--- src/rtl/byte_lane_seq_pkg.sv ---
package byte_lane_seq_pkg;

  // Sequencer phases: each bank cycle is an issue clock then a capture clock.
  typedef enum logic [2:0] {
    ST_IDLE = 3'd0,
    ST_ISS1 = 3'd1,
    ST_CAP1 = 3'd2,
    ST_ISS2 = 3'd3,
    ST_CAP2 = 3'd4
  } seq_state_t;

  localparam int unsigned LANES = 2;

endpackage

--- src/rtl/byte_lane_addr.sv ---
module byte_lane_addr #(
  parameter int unsigned SEG_W     = 16,
  parameter int unsigned OFF_W     = 16,
  parameter int unsigned SEG_SHIFT = 4,
  parameter int unsigned ADDR_W    = 20
) (
  input  logic [SEG_W-1:0]  seg,
  input  logic [OFF_W-1:0]  off,
  output logic [ADDR_W-1:0] phys
);

  localparam int unsigned BASE_W = SEG_W + SEG_SHIFT;

  logic [BASE_W-1:0] base_raw;
  logic [ADDR_W-1:0] base_ext;
  logic [ADDR_W-1:0] off_ext;

  assign base_raw = {seg, {SEG_SHIFT{1'b0}}};
  assign base_ext = ADDR_W'(base_raw);
  assign off_ext  = ADDR_W'(off);
  // Sum truncates to ADDR_W bits, so a carry past the top wraps to zero.
  assign phys     = base_ext + off_ext;

endmodule

--- src/rtl/byte_lane_steer.sv ---
module byte_lane_steer #(
  parameter int unsigned BYTE_W = 8
) (
  // write side
  input  logic                w_word,
  input  logic                w_high,
  input  logic                w_odd,
  input  logic                w_phase,
  input  logic [2*BYTE_W-1:0] w_data,
  output logic [2*BYTE_W-1:0] lane_wdata,
  // read side
  input  logic                r_word,
  input  logic                r_high,
  input  logic                r_odd,
  input  logic                r_phase,
  input  logic                r_lane_a0,
  input  logic [2*BYTE_W-1:0] r_prev,
  input  logic [2*BYTE_W-1:0] r_lane_data,
  output logic [2*BYTE_W-1:0] r_next
);

  localparam int unsigned DATA_W = 2 * BYTE_W;

  logic [BYTE_W-1:0] w_byte;
  logic              w_take_hi;
  logic              w_straight;
  logic [BYTE_W-1:0] r_byte;
  logic              r_dest_hi;
  logic              r_straight;

  // Write: split words take the low byte first, then the high byte.
  assign w_take_hi  = w_word ? w_phase : w_high;
  assign w_byte     = w_take_hi ? w_data[DATA_W-1:BYTE_W] : w_data[BYTE_W-1:0];
  assign w_straight = w_word && !w_odd;

  // The lone byte is copied onto both lanes; the bank enables pick the real one.
  always_comb begin
    if (w_straight) begin
      lane_wdata = w_data;
    end else begin
      lane_wdata = {w_byte, w_byte};
    end
  end

  // Read: pull the byte from the lane the cycle enabled, drop it in its half.
  assign r_straight = r_word && !r_odd;
  assign r_byte     = r_lane_a0 ? r_lane_data[DATA_W-1:BYTE_W] : r_lane_data[BYTE_W-1:0];
  assign r_dest_hi  = r_word ? r_phase : r_high;

  always_comb begin
    if (r_straight) begin
      r_next = r_lane_data;
    end else if (r_dest_hi) begin
      r_next = {r_byte, r_prev[BYTE_W-1:0]};
    end else begin
      r_next = {r_prev[DATA_W-1:BYTE_W], r_byte};
    end
  end

endmodule

--- src/rtl/byte_lane_ctrl.sv ---
module byte_lane_ctrl
  import byte_lane_seq_pkg::*;
#(
  parameter int unsigned ADDR_W = 20,
  parameter int unsigned BYTE_W = 8
) (
  input  logic                clk,
  input  logic                rst,
  input  logic                req_valid,
  input  logic                req_write,
  input  logic                req_word,
  input  logic                req_high,
  input  logic [ADDR_W-1:0]   req_phys,
  input  logic [2*BYTE_W-1:0] req_wdata,
  output logic                busy,
  output logic                done,
  output logic [2*BYTE_W-1:0] rdata,
  output logic                mem_en,
  output logic                mem_we,
  output logic [ADDR_W-2:0]   mem_waddr,
  output logic                mem_a0,
  output logic                mem_bhe_n,
  output logic [2*BYTE_W-1:0] mem_wdata,
  input  logic [2*BYTE_W-1:0] mem_rdata
);

  localparam int unsigned DATA_W  = 2 * BYTE_W;
  localparam int unsigned WADDR_W = ADDR_W - 1;

  seq_state_t         st;
  logic               word_q;
  logic               high_q;
  logic               odd_q;
  logic [WADDR_W-1:0] waddr_q;
  logic [DATA_W-1:0]  wdata_q;
  logic [DATA_W-1:0]  rd_q;

  logic               idle;
  logic               split;
  logic [WADDR_W-1:0] waddr_nxt;
  logic [DATA_W-1:0]  lane_wdata;
  logic [DATA_W-1:0]  rd_next;

  assign idle      = (st == ST_IDLE);
  assign busy      = !idle;
  assign split     = word_q && odd_q;
  assign waddr_nxt = waddr_q + WADDR_W'(1);

  byte_lane_steer #(
    .BYTE_W(BYTE_W)
  ) u_steer (
    .w_word     (idle ? req_word  : word_q),
    .w_high     (idle ? req_high  : high_q),
    .w_odd      (idle ? req_phys[0] : odd_q),
    .w_phase    (!idle),
    .w_data     (idle ? req_wdata : wdata_q),
    .lane_wdata (lane_wdata),
    .r_word     (word_q),
    .r_high     (high_q),
    .r_odd      (odd_q),
    .r_phase    (st == ST_CAP2),
    .r_lane_a0  (mem_a0),
    .r_prev     (rd_q),
    .r_lane_data(mem_rdata),
    .r_next     (rd_next)
  );

  always_ff @(posedge clk) begin
    if (rst) begin
      st        <= ST_IDLE;
      word_q    <= 1'b0;
      high_q    <= 1'b0;
      odd_q     <= 1'b0;
      waddr_q   <= '0;
      wdata_q   <= '0;
      rd_q      <= '0;
      done      <= 1'b0;
      rdata     <= '0;
      mem_en    <= 1'b0;
      mem_we    <= 1'b0;
      mem_waddr <= '0;
      mem_a0    <= 1'b0;
      mem_bhe_n <= 1'b1;
      mem_wdata <= '0;
    end else begin
      done <= 1'b0;
      unique case (st)
        ST_IDLE: begin
          if (req_valid) begin
            word_q    <= req_word;
            high_q    <= req_high;
            odd_q     <= req_phys[0];
            waddr_q   <= req_phys[ADDR_W-1:1];
            wdata_q   <= req_wdata;
            rd_q      <= '0;
            mem_en    <= 1'b1;
            mem_we    <= req_write;
            mem_waddr <= req_phys[ADDR_W-1:1];
            mem_a0    <= req_phys[0];
            mem_bhe_n <= !(req_word || req_phys[0]);
            mem_wdata <= lane_wdata;
            st        <= ST_ISS1;
          end
        end
        ST_ISS1: begin
          mem_en <= 1'b0;
          st     <= ST_CAP1;
        end
        ST_CAP1: begin
          rd_q <= rd_next;
          if (split) begin
            // second half: next word address, even bank only
            mem_en    <= 1'b1;
            mem_waddr <= waddr_nxt;
            mem_a0    <= 1'b0;
            mem_bhe_n <= 1'b1;
            mem_wdata <= lane_wdata;
            st        <= ST_ISS2;
          end else begin
            rdata <= rd_next;
            done  <= 1'b1;
            st    <= ST_IDLE;
          end
        end
        ST_ISS2: begin
          mem_en <= 1'b0;
          st     <= ST_CAP2;
        end
        ST_CAP2: begin
          rd_q  <= rd_next;
          rdata <= rd_next;
          done  <= 1'b1;
          st    <= ST_IDLE;
        end
        default: st <= ST_IDLE;
      endcase
    end
  end

endmodule

--- src/rtl/byte_lane_seq.sv ---
module byte_lane_seq #(
  parameter int unsigned SEG_W     = 16,
  parameter int unsigned OFF_W     = 16,
  parameter int unsigned SEG_SHIFT = 4,
  parameter int unsigned ADDR_W    = 20,
  parameter int unsigned BYTE_W    = 8
) (
  input  logic                clk,
  input  logic                rst,
  input  logic                req_valid,
  input  logic                req_write,
  input  logic                req_word,
  input  logic                req_high,
  input  logic [SEG_W-1:0]    req_seg,
  input  logic [OFF_W-1:0]    req_off,
  input  logic [2*BYTE_W-1:0] req_wdata,
  output logic                busy,
  output logic                done,
  output logic [2*BYTE_W-1:0] rdata,
  output logic                mem_en,
  output logic                mem_we,
  output logic [ADDR_W-2:0]   mem_waddr,
  output logic                mem_a0,
  output logic                mem_bhe_n,
  output logic [2*BYTE_W-1:0] mem_wdata,
  input  logic [2*BYTE_W-1:0] mem_rdata
);

  logic [ADDR_W-1:0] phys;

  byte_lane_addr #(
    .SEG_W    (SEG_W),
    .OFF_W    (OFF_W),
    .SEG_SHIFT(SEG_SHIFT),
    .ADDR_W   (ADDR_W)
  ) u_addr (
    .seg (req_seg),
    .off (req_off),
    .phys(phys)
  );

  byte_lane_ctrl #(
    .ADDR_W(ADDR_W),
    .BYTE_W(BYTE_W)
  ) u_ctrl (
    .clk      (clk),
    .rst      (rst),
    .req_valid(req_valid),
    .req_write(req_write),
    .req_word (req_word),
    .req_high (req_high),
    .req_phys (phys),
    .req_wdata(req_wdata),
    .busy     (busy),
    .done     (done),
    .rdata    (rdata),
    .mem_en   (mem_en),
    .mem_we   (mem_we),
    .mem_waddr(mem_waddr),
    .mem_a0   (mem_a0),
    .mem_bhe_n(mem_bhe_n),
    .mem_wdata(mem_wdata),
    .mem_rdata(mem_rdata)
  );

endmodule

--- config.mk ---
export PLATFORM = sky130hd
export DESIGN_NAME = byte_lane_seq
export DESIGN_NICKNAME = d
export VERILOG_FILES = /design/src/rtl/byte_lane_seq_pkg.sv /design/src/rtl/byte_lane_addr.sv /design/src/rtl/byte_lane_steer.sv /design/src/rtl/byte_lane_ctrl.sv /design/src/rtl/byte_lane_seq.sv
export SDC_FILE = /design/constraint.sdc
export NUM_CORES = 1
export LEC_CHECK = 0
export CAP_MARGIN = 20
export CORE_ASPECT_RATIO = 1.25
export CORE_MARGIN = 5
export CORE_UTILIZATION = 52
export CTS_CLUSTER_SIZE = 30
export DETAILED_ROUTE_END_ITERATION = 8
export GPL_TIMING_DRIVEN = 0
export PLACE_DENSITY_LB_ADDON = 0.08
export SYNTH_ARGS = -nofsm -noshare
export SYNTH_HDL_FRONTEND = slang
export SYNTH_SLANG_ARGS = --single-unit
--- constraint.sdc ---
create_clock -name clk -period 2.57 [get_ports clk]
set_input_delay 0.514 -clock clk [delete_from_list [all_inputs] [get_ports clk]]
set_output_delay 0.514 -clock clk [all_outputs]
set_load 0.05 [all_outputs]
# After elaboration in Yosys (flattened, before gate mapping)
# Cells that the tools add are included.
# word_totals
ff_bits	113
latch_bits	0
ram_bits	0
mem_bits_ro	0
in_bits	70
out_inout_bits	57
wordCells	78
memories	0
# op_classes
n_addsub	2
mul	0
div_mod_pow	0
order_cmp	0
n_eq_ne	7
shift	0
mux	34
bitwise_logic	0
n_reduce_logical	20
# op_table
cell	n
16-bit two-way mux	8
16-bit case mux with 2 select lines	3
19-bit two-way mux	2
19-bit case mux with 2 select lines	1
20-bit by 16-bit adder with 20-bit output	1
19-bit by 1-bit adder with 19-bit output, second input constant	1
8-bit two-way mux	2
3-bit case mux with 4 select lines	1
1-bit two-way mux	11
3-bit by 2-bit equality test with 1-bit output, second input constant	2
1-bit case mux with 2 select lines	3
2-bit AND reduction	3
3-bit AND reduction	2
2-bit nonzero test	3
1-bit logical NOT	4
2-bit inequality test, second input constant	2
2-bit OR reduction	2
3-bit by 1-bit equality test with 1-bit output, second input constant	1
3-bit equality test, second input constant	1
1-bit logical AND	3
3-bit logical NOT	1
3-bit two-way mux	1
1-bit case mux with 3 select lines	1
3-bit nonzero test	1
3 further kinds	3

# Longest topological paths before layout
# Gate-level depths: netlist (run 1).
# logic_depth
word_depth	7
depth_mapped	9
ltp_nobuf	8

# By module
# A second synthesis (run 1) with hierarchy kept.
# hier_totals
cells_unflattened	825
hier_area_um2	6511.2
# by_module_without_submodules
mod	instances	cells_each	area_each_um2	seq_area_each_um2
byte_lane_ctrl	1	601	4885.9	2262.2
byte_lane_addr	1	108	820.8	0.0
byte_lane_steer	1	116	804.5	0.0

# Least setup slack after synthesis (run 1)
# OpenSTA, ideal clock, no wires.
# synth_path
path_kind	input to register
start	in req_seg[0]
end	reg u_ctrl.waddr_q[11]
setup_time_ns	0.117
arrival_ns	2.112
t_required_ns	2.453
setup_slack_ns	0.341
cell_stages	8
n_path_buf	0
cell_sequence	ha_1 fa_1 a211oi_1 o21ai_1 a21o_1 a21oi_1 xnor2_1 a22o_1
# synth_via
elab_chain_cells	1
# synth_rtl
element	line	rtl
from (decl)	byte_lane_seq.sv:14	input logic [SEG_W-1:0] req_seg,
20-bit by 16-bit adder with 20-bit output	byte_lane_addr.sv:22	assign phys = base_ext + off_ext;
to (signal assigned)	byte_lane_ctrl.sv:93	waddr_q <= req_phys[ADDR_W-1:1];
to (decl)	byte_lane_ctrl.sv:34	logic [WADDR_W-1:0] waddr_q;
# No other way between the ends.
# A chain may end at the register's enable or synchronous reset.

# Worst setup path in the final report (run 1)
# layout_path
start	in req_off[4]
end	reg u_ctrl.mem_waddr[17]
# layout_via
elab_chain_cells	3
# layout_rtl
element	line	rtl
from (decl)	byte_lane_seq.sv:15	input logic [OFF_W-1:0] req_off,
20-bit by 16-bit adder with 20-bit output	byte_lane_addr.sv:22	
19-bit two-way mux	byte_lane_ctrl.sv:89	if (req_valid) begin
19-bit case mux with 2 select lines	byte_lane_ctrl.sv:87	unique case (st)
to (signal assigned)	byte_lane_ctrl.sv:98	mem_waddr <= req_phys[ADDR_W-1:1];
to (signal assigned)	byte_lane_ctrl.sv:114	mem_waddr <= waddr_nxt;
to (decl)	byte_lane_ctrl.sv:20	output logic [ADDR_W-2:0] mem_waddr,
# No other way between the ends. The select of a mux whose other input is x is not followed.

==> results.toml, run 1 <==
[status]
status = "finished, final reports clean"

[pwr]
finalPower_mw = 5.79
pwr-share-comb_pct = 23.5
p_int_mw = 4.01
power.net_switching_mw = 1.78
seq_power_share_pct = 34.4
p_per_area_mw_per_mm2 = 712
peakVddDrop_mv = 0.432
swShare_pct = 30.8
power.share.clock_pct = 42.0
p_leak_nw = 3.06

[clock_network]
cts_tree = "built"
cts-root-buf = "clkbuf_16"
htreeDepth = 4
cts.sinks = 113
cts_buffers = 17
clk_latency_ps = 410
ctsHoldBuffers = 0
path_clk_slew_ps = 50
cts.path.max_buffers = 2
cts_setup_buffers = 0

[global_route]
grt_max_degree = 19
use_met2_pct = 49.2
grt_overflow_total = 0
track_usage_pct = 29.0
grt-busiest-layer = "met2"
grt_use_met3_pct = 6.09
grt_pass1_wl_mm = 32.2
grt_pass1_vias = 6597
antenna_found_initial = 0
use_met1_pct = 34.1

[cells_and_area]
nFillCells = 952
layout.nets = 1037
multi_input_area_mm2 = 0.00360
drive_above_1_share_pct = 6.31
n_antenna_cell = 0
final-seq-area_mm2 = 0.00226
area_growth_pct = 34.0
fin_area_mm2 = 0.00813

[floorplanning]
initial_core_util_pct = 52.8
dieArea_mm2 = 0.0139
die_height_um = 131
coreArea_mm2 = 0.0115
num_io_pins = 127
num_rows = 44
die_w_um = 107

[yosys]
syn_area_mm2 = 0.00607
synth_top_area_cell = "dfxtp_1"
synth-edff-count = 0
netlist_instances = 810
synthTopCellsByArea = "dfxtp_1 (37%), nand2_1 (11%), a21oi_1 (7.0%)"
ys_top_cells_by_count = "nand2_1 (173), dfxtp_1 (113), nor2_1 (92)"
synth.top_cell.area_share_pct = 37.3
synth_cell_type_count = 55
yosysMostFrequentCell = "nand2_1"
synth-seq-cells = 113
synthArstFlopShare_pct = 0
syn_avg_cell_area_um2 = 7.49
synth_fp_nets = 894
ys_seq_area_share_pct = 37.3
yosysWarnings = 0
synth_flop_cell = "dfxtp_1"

[setup_path]
end_kind = "flop"
startpoint = "req_off[4]"
crit_required_ps = 2870
crit_type = "in2reg"
arrival_ps = 2730
cp-start-kind = "input port"
rr_startpoint = "u_ctrl.st[0]"
path_max_fanout = 5

[placed_design]
gp_congestion = 0.934
io_buffers = 125
postPlaceCellArea_mm2 = 0.00749
dp_slack_ps = -414
hpwl_mm = 14.9

[timing]
tightest_slew_ps = 896
setup_slack_ps = 134
slew_viol_final = 0
post-route-period-util_pct = 94.8
setup-violations-final = 0
rsz0062_at_grt = "false"
slew_headroom_pct = 40.3
hold_viol = 0
min_period_ps = 2440
skew_ps = 13.5
max_freq_mhz = 411

[route]
antenna_left = 0
wire_per_inst_um = 18.3
drt_iter0_markers = 422
drt_pass1_iterations = 5
num_vias = 6682
via_per_inst = 6.05
routed_wl_mm = 20.2
drc = 0

[worst_hold_path]
min_from = "u_ctrl.mem_waddr[4]"
hold_path.class = "reg2reg"

[flow_run]
maxCapViolCount = 0
critical path, stage by stage:
cell	delay [ps]
clkdlybuf4s50_1	460
ha_1	190
fa_1	270
a211oi_2	120
o21ai_2	300
nand3_1	240
a211oi_1	280
o21ai_1	100
a32o_1	270
timing repair:
item,4_1_cts,5_1_grt
setup endpoints to repair,1,8
cloned,0,0
resized for setup,4,4
pin swaps,0,0
registers in the layout, summed over array words and instances (netlist names), 3 cells and up:
| name | flops |
|---|---|
| u_ctrl.mem_waddr | 19 |
| u_ctrl.waddr_q | 19 |
| u_ctrl.mem_wdata | 16 |
| u_ctrl.rd_q | 16 |
| u_ctrl.rdata | 16 |
| u_ctrl.wdata_q | 16 |
| u_ctrl.st | 3 |
logic make-up after synthesis:
group,synth area share [%]
and+or+nand+nor,26.2
DFF,37.3
adders and majority gates,3.01
AOI/OAI and AO/OA,24.1
buffers and inverters,3.90
xor gates and xnor gates,4.04
muxes,1.48
layout make-up:
cell class                 instances  share of cell area (%)
multi-input combinational        638                    44.2
sequential                       113                    27.8
timing repair buffer             125                    15.4
clock buffer                      23                    6.00
buffer                            52                    2.58
tap                              138                    2.12
clock inverter                     9                    1.58
inverter                           6                   0.277
placed cells by master (no fill, tap or decap), types with 12 or more instances in the layout:
| master | count |
|---|---|
| a211oi_1 | 41 |
| a21oi_1 | 85 |
| a22o_1 | 12 |
| buf_2 | 12 |
| clkbuf_1 | 39 |
| clkbuf_16 | 17 |
| clkdlybuf4s50_1 | 124 |
| dfxtp_1 | 113 |
| ha_1 | 13 |
| nand2_1 | 173 |
| nand3_1 | 21 |
| nor2_1 | 92 |
| nor3_1 | 29 |
| o21ai_0 | 14 |
| xnor2_1 | 14 |
| xor2_1 | 14 |
per-layer routing:
metal / share of wire, % / wire, um / vias to the layer above
li1: - / - / 3149
met1: 39 / 7810 / 3099
met2: 49 / 9950 / 366
met3: 7.8 / 1560 / 68
met4: 4.1 / 830 / 0
met5: 0 / 0 / -
path summary, 6_finish.rpt:
kind / endpoint / slack (ps) / cells past startpoint
setup / recovery: u_ctrl.mem_waddr[17] / 130 / 9
hold / removal: u_ctrl.mem_waddr[4] / 450 / 2
setup reg to reg: u_ctrl.mem_waddr[5] / 290 / 8
hold reg to reg: u_ctrl.mem_waddr[4] / 450 / 2
power by group through the flow:
stage	sequential (mW)	combinational [mW]	clock [mW]
5_1_grt	2.01	1.47	2.54
6_report	2.00	1.36	2.43
2_1_floorplan	2.27	0.604	0
4_1_cts	1.99	1.35	2.44
3_5_place_dp	2.03	1.34	0
3_3_place_gp	2.02	1.32	0
metrics by stage:
step | util, % | cells | hold WS [ps] | TNS (ps)
finish | 70.7 | 1104 | 450 | 0
global route | 70.7 | 1104 | 473 | 0
floorplan | - | 810 | 443 | 0
global placement | 65.1 | 1073 | 439 | -3850
detailed placement | 65.1 | 1073 | 444 | -5440
CTS | 70.5 | 1104 | 451 | 0
Power figures use the tool's default switching activity.
==> run 2, diff against run 1 <==
--- a/config.mk
+++ b/config.mk
@@ -12,7 +12,7 @@
 export CTS_CLUSTER_SIZE = 30
 export DETAILED_ROUTE_END_ITERATION = 8
 export GPL_TIMING_DRIVEN = 0
-export PLACE_DENSITY_LB_ADDON = 0.08
+export PLACE_DENSITY = 0.81
 export SYNTH_ARGS = -nofsm -noshare
 export SYNTH_HDL_FRONTEND = slang
 export SYNTH_SLANG_ARGS = --single-unit
==> run 2 against run 1 <==
Die area unchanged. Sequential cell count unchanged. Design area down 0.15%. Global-route usage down 0.57 points. First-iteration DRC count up 62%. Cell count unchanged. Combinational power about the same. Sequential share of layout area about the same. Core utilization down 0.11 points. Wire length up 0.55%. Register-to-register slack worse by 30 ps.
==> results.toml, run 2 (same netlist as run 1, synthesis figures left out) <==
[setup_path]
startpoint = "req_seg[0]"
end_kind = "flop"
endpoint = "u_ctrl.waddr_q[11]"
cp_top_family = "compound AO/OA/AOI/OAI gates"
crit_required_ps = 2870
slowest_stage = "fa_1"
r2r-end = "u_ctrl.mem_wdata[14]"
path_max_fanout = 4
cp.depth = 9
cp-start-kind = "input port"
crit_type = "in2reg"
r2r_setup_slack_ps = 260
arrival_ps = 2700
r2r_cells = 8
path_cells = "clkdlybuf4s50_1 -> ha_1 -> fa_1 -> a211oi_2 -> o21ai_2 -> a21o_1 -> a21oi_1 -> xnor2_1 -> a22o_1"
rr_startpoint = "u_ctrl.st[1]"
critPathMaxStageDelay_ps = 450
cp_num_buf_inv = 1

[route]
antenna_left = 0
drt_iter0_markers = 683
num_vias = 6611
drt_pass1_iterations = 6
wire_per_inst_um = 18.4
routed_wl_mm = 20.3
via_per_inst = 5.99
drc = 0

[floorplanning]
initial_core_util_pct = 52.8
coreArea_mm2 = 0.0115
num_rows = 44
die_w_um = 107
die_height_um = 131
num_io_pins = 127
dieArea_mm2 = 0.0139

[pwr]
power.net_switching_mw = 1.84
seq_power_share_pct = 34.6
swShare_pct = 31.9
power.share.clock_pct = 41.6
finalPower_mw = 5.77
pwr-share-comb_pct = 23.8
peakVddDrop_mv = 0.404
p_per_area_mw_per_mm2 = 710
p_int_mw = 3.93
p_leak_nw = 3.05

[cells_and_area]
nFillCells = 969
final_common_cell = "nand2_1"
final-seq-area_mm2 = 0.00226
n_antenna_cell = 0
top_regs = "u_ctrl.mem_waddr x19, u_ctrl.waddr_q x19"
layout.nets = 1037
multi_input_area_mm2 = 0.00360
area_growth_pct = 33.8
layout_common_cells = "nand2_1 (173), clkdlybuf4s50_1 (124), dfxtp_1 (113)"
drive_above_1_share_pct = 6.52

[clock_network]
htreeDepth = 4
clk_latency_ps = 420
cts_tree = "built"
cts_setup_buffers = 0
cts_buffers = 17
cts-root-buf = "clkbuf_16"
cts.path.max_buffers = 2
cts.sinks = 113
path_clk_slew_ps = 50

[global_route]
antenna_found_initial = 0
grt_max_degree = 19
grt_overflow_total = 0
grt_pass1_vias = 6094
track_usage_pct = 28.4
grt_pass1_wl_mm = 31.2

[timing]
slew_viol_final = 0
post-route-period-util_pct = 93.5
timing.hold.ws_ps = 450
rsz0062_at_grt = "false"
slew_headroom_pct = 50.8
min_period_ps = 2400
skew_ps = 6.62
setup-violations-final = 0
hold_viol = 0
tightest_slew_ps = 738
max_freq_mhz = 416

[flow_run]
maxCapViolCount = 0

[placed_design]
gp_congestion = 0.971
hpwl_mm = 14.5
io_buffers = 125

[worst_hold_path]
hold_path.class = "reg2reg"

[status]
status = "finished, final reports clean"
[run 2: area by class of cell]
type / count / share of cell area (%)
flip-flops and latches: 113 / 27.9
clock buffers: 18 / 5.41
well taps: 138 / 2.13
multi-input cells: 638 / 44.3
inverters: 6 / 0.277
repair buffers: 125 / 15.4
plain buffers: 52 / 2.59
clock inverters: 14 / 2.03
[run 2: power by group through the flow]
stage	combinational, mW	sequential (mW)	clock, mW
2_1_floorplan	0.604	2.27	0
3_3_place_gp	1.33	2.03	0
3_5_place_dp	1.34	2.03	0
4_1_cts	1.35	1.99	2.40
5_1_grt	1.46	2.01	2.48
6_report	1.37	2.00	2.40
[run 2: worst min path at each step]
stage	from	end	slack [ps]	cells after the start
after floorplan	u_ctrl.waddr_q[13]	u_ctrl.waddr_q[13]	440	2
after global placement	u_ctrl.mem_waddr[5]	u_ctrl.mem_waddr[5]	440	2
after detailed placement	u_ctrl.mem_waddr[4]	u_ctrl.mem_waddr[4]	450	2
after CTS	u_ctrl.mem_waddr[4]	u_ctrl.mem_waddr[4]	450	2
after global routing	u_ctrl.mem_waddr[4]	u_ctrl.mem_waddr[4]	470	2
final	u_ctrl.mem_waddr[4]	u_ctrl.mem_waddr[4]	450	2
[run 2: layer usage]
layer  vias up  GRT usage, %  wire length (um)
li1       3154             -                 -
met1      3025          34.1              7940
met2       370          47.8              9630
met3        62          6.68              1800
met4         0          14.4               896
met5         -             0                 0
[run 2: tightest hold or removal path, delay by kind of cell (launching register included)]
| family | cells | cell delay [ps] |
|---|---|---|
| DFF | 1 | 310 |
| and+or+nand+nor | 1 | 50 |
| AOI/OAI and AO/OA | 1 | 50 |
[run 2: metrics by stage]
step                worst slack (ps)  setup TNS (ps)  std cells  instance area, um^2  util [%]
floorplan                        341               0        810                 6070         -
global placement                -359           -3840       1073                 7490      65.1
detailed placement              -353           -4420       1073                 7490      65.1
CTS                             45.7               0       1104                 8100      70.4
global route                    78.9               0       1104                 8120      70.6
finish                           167               0       1104                 8120      70.6
[run 2: repair_timing]
item / in CTS / in global routing
pin swaps: 0 / 0
gates cloned: 0 / 0
hold buffers: 0 / 0
resized for setup: 4 / 4
setup endpoints to repair: 1 / 7
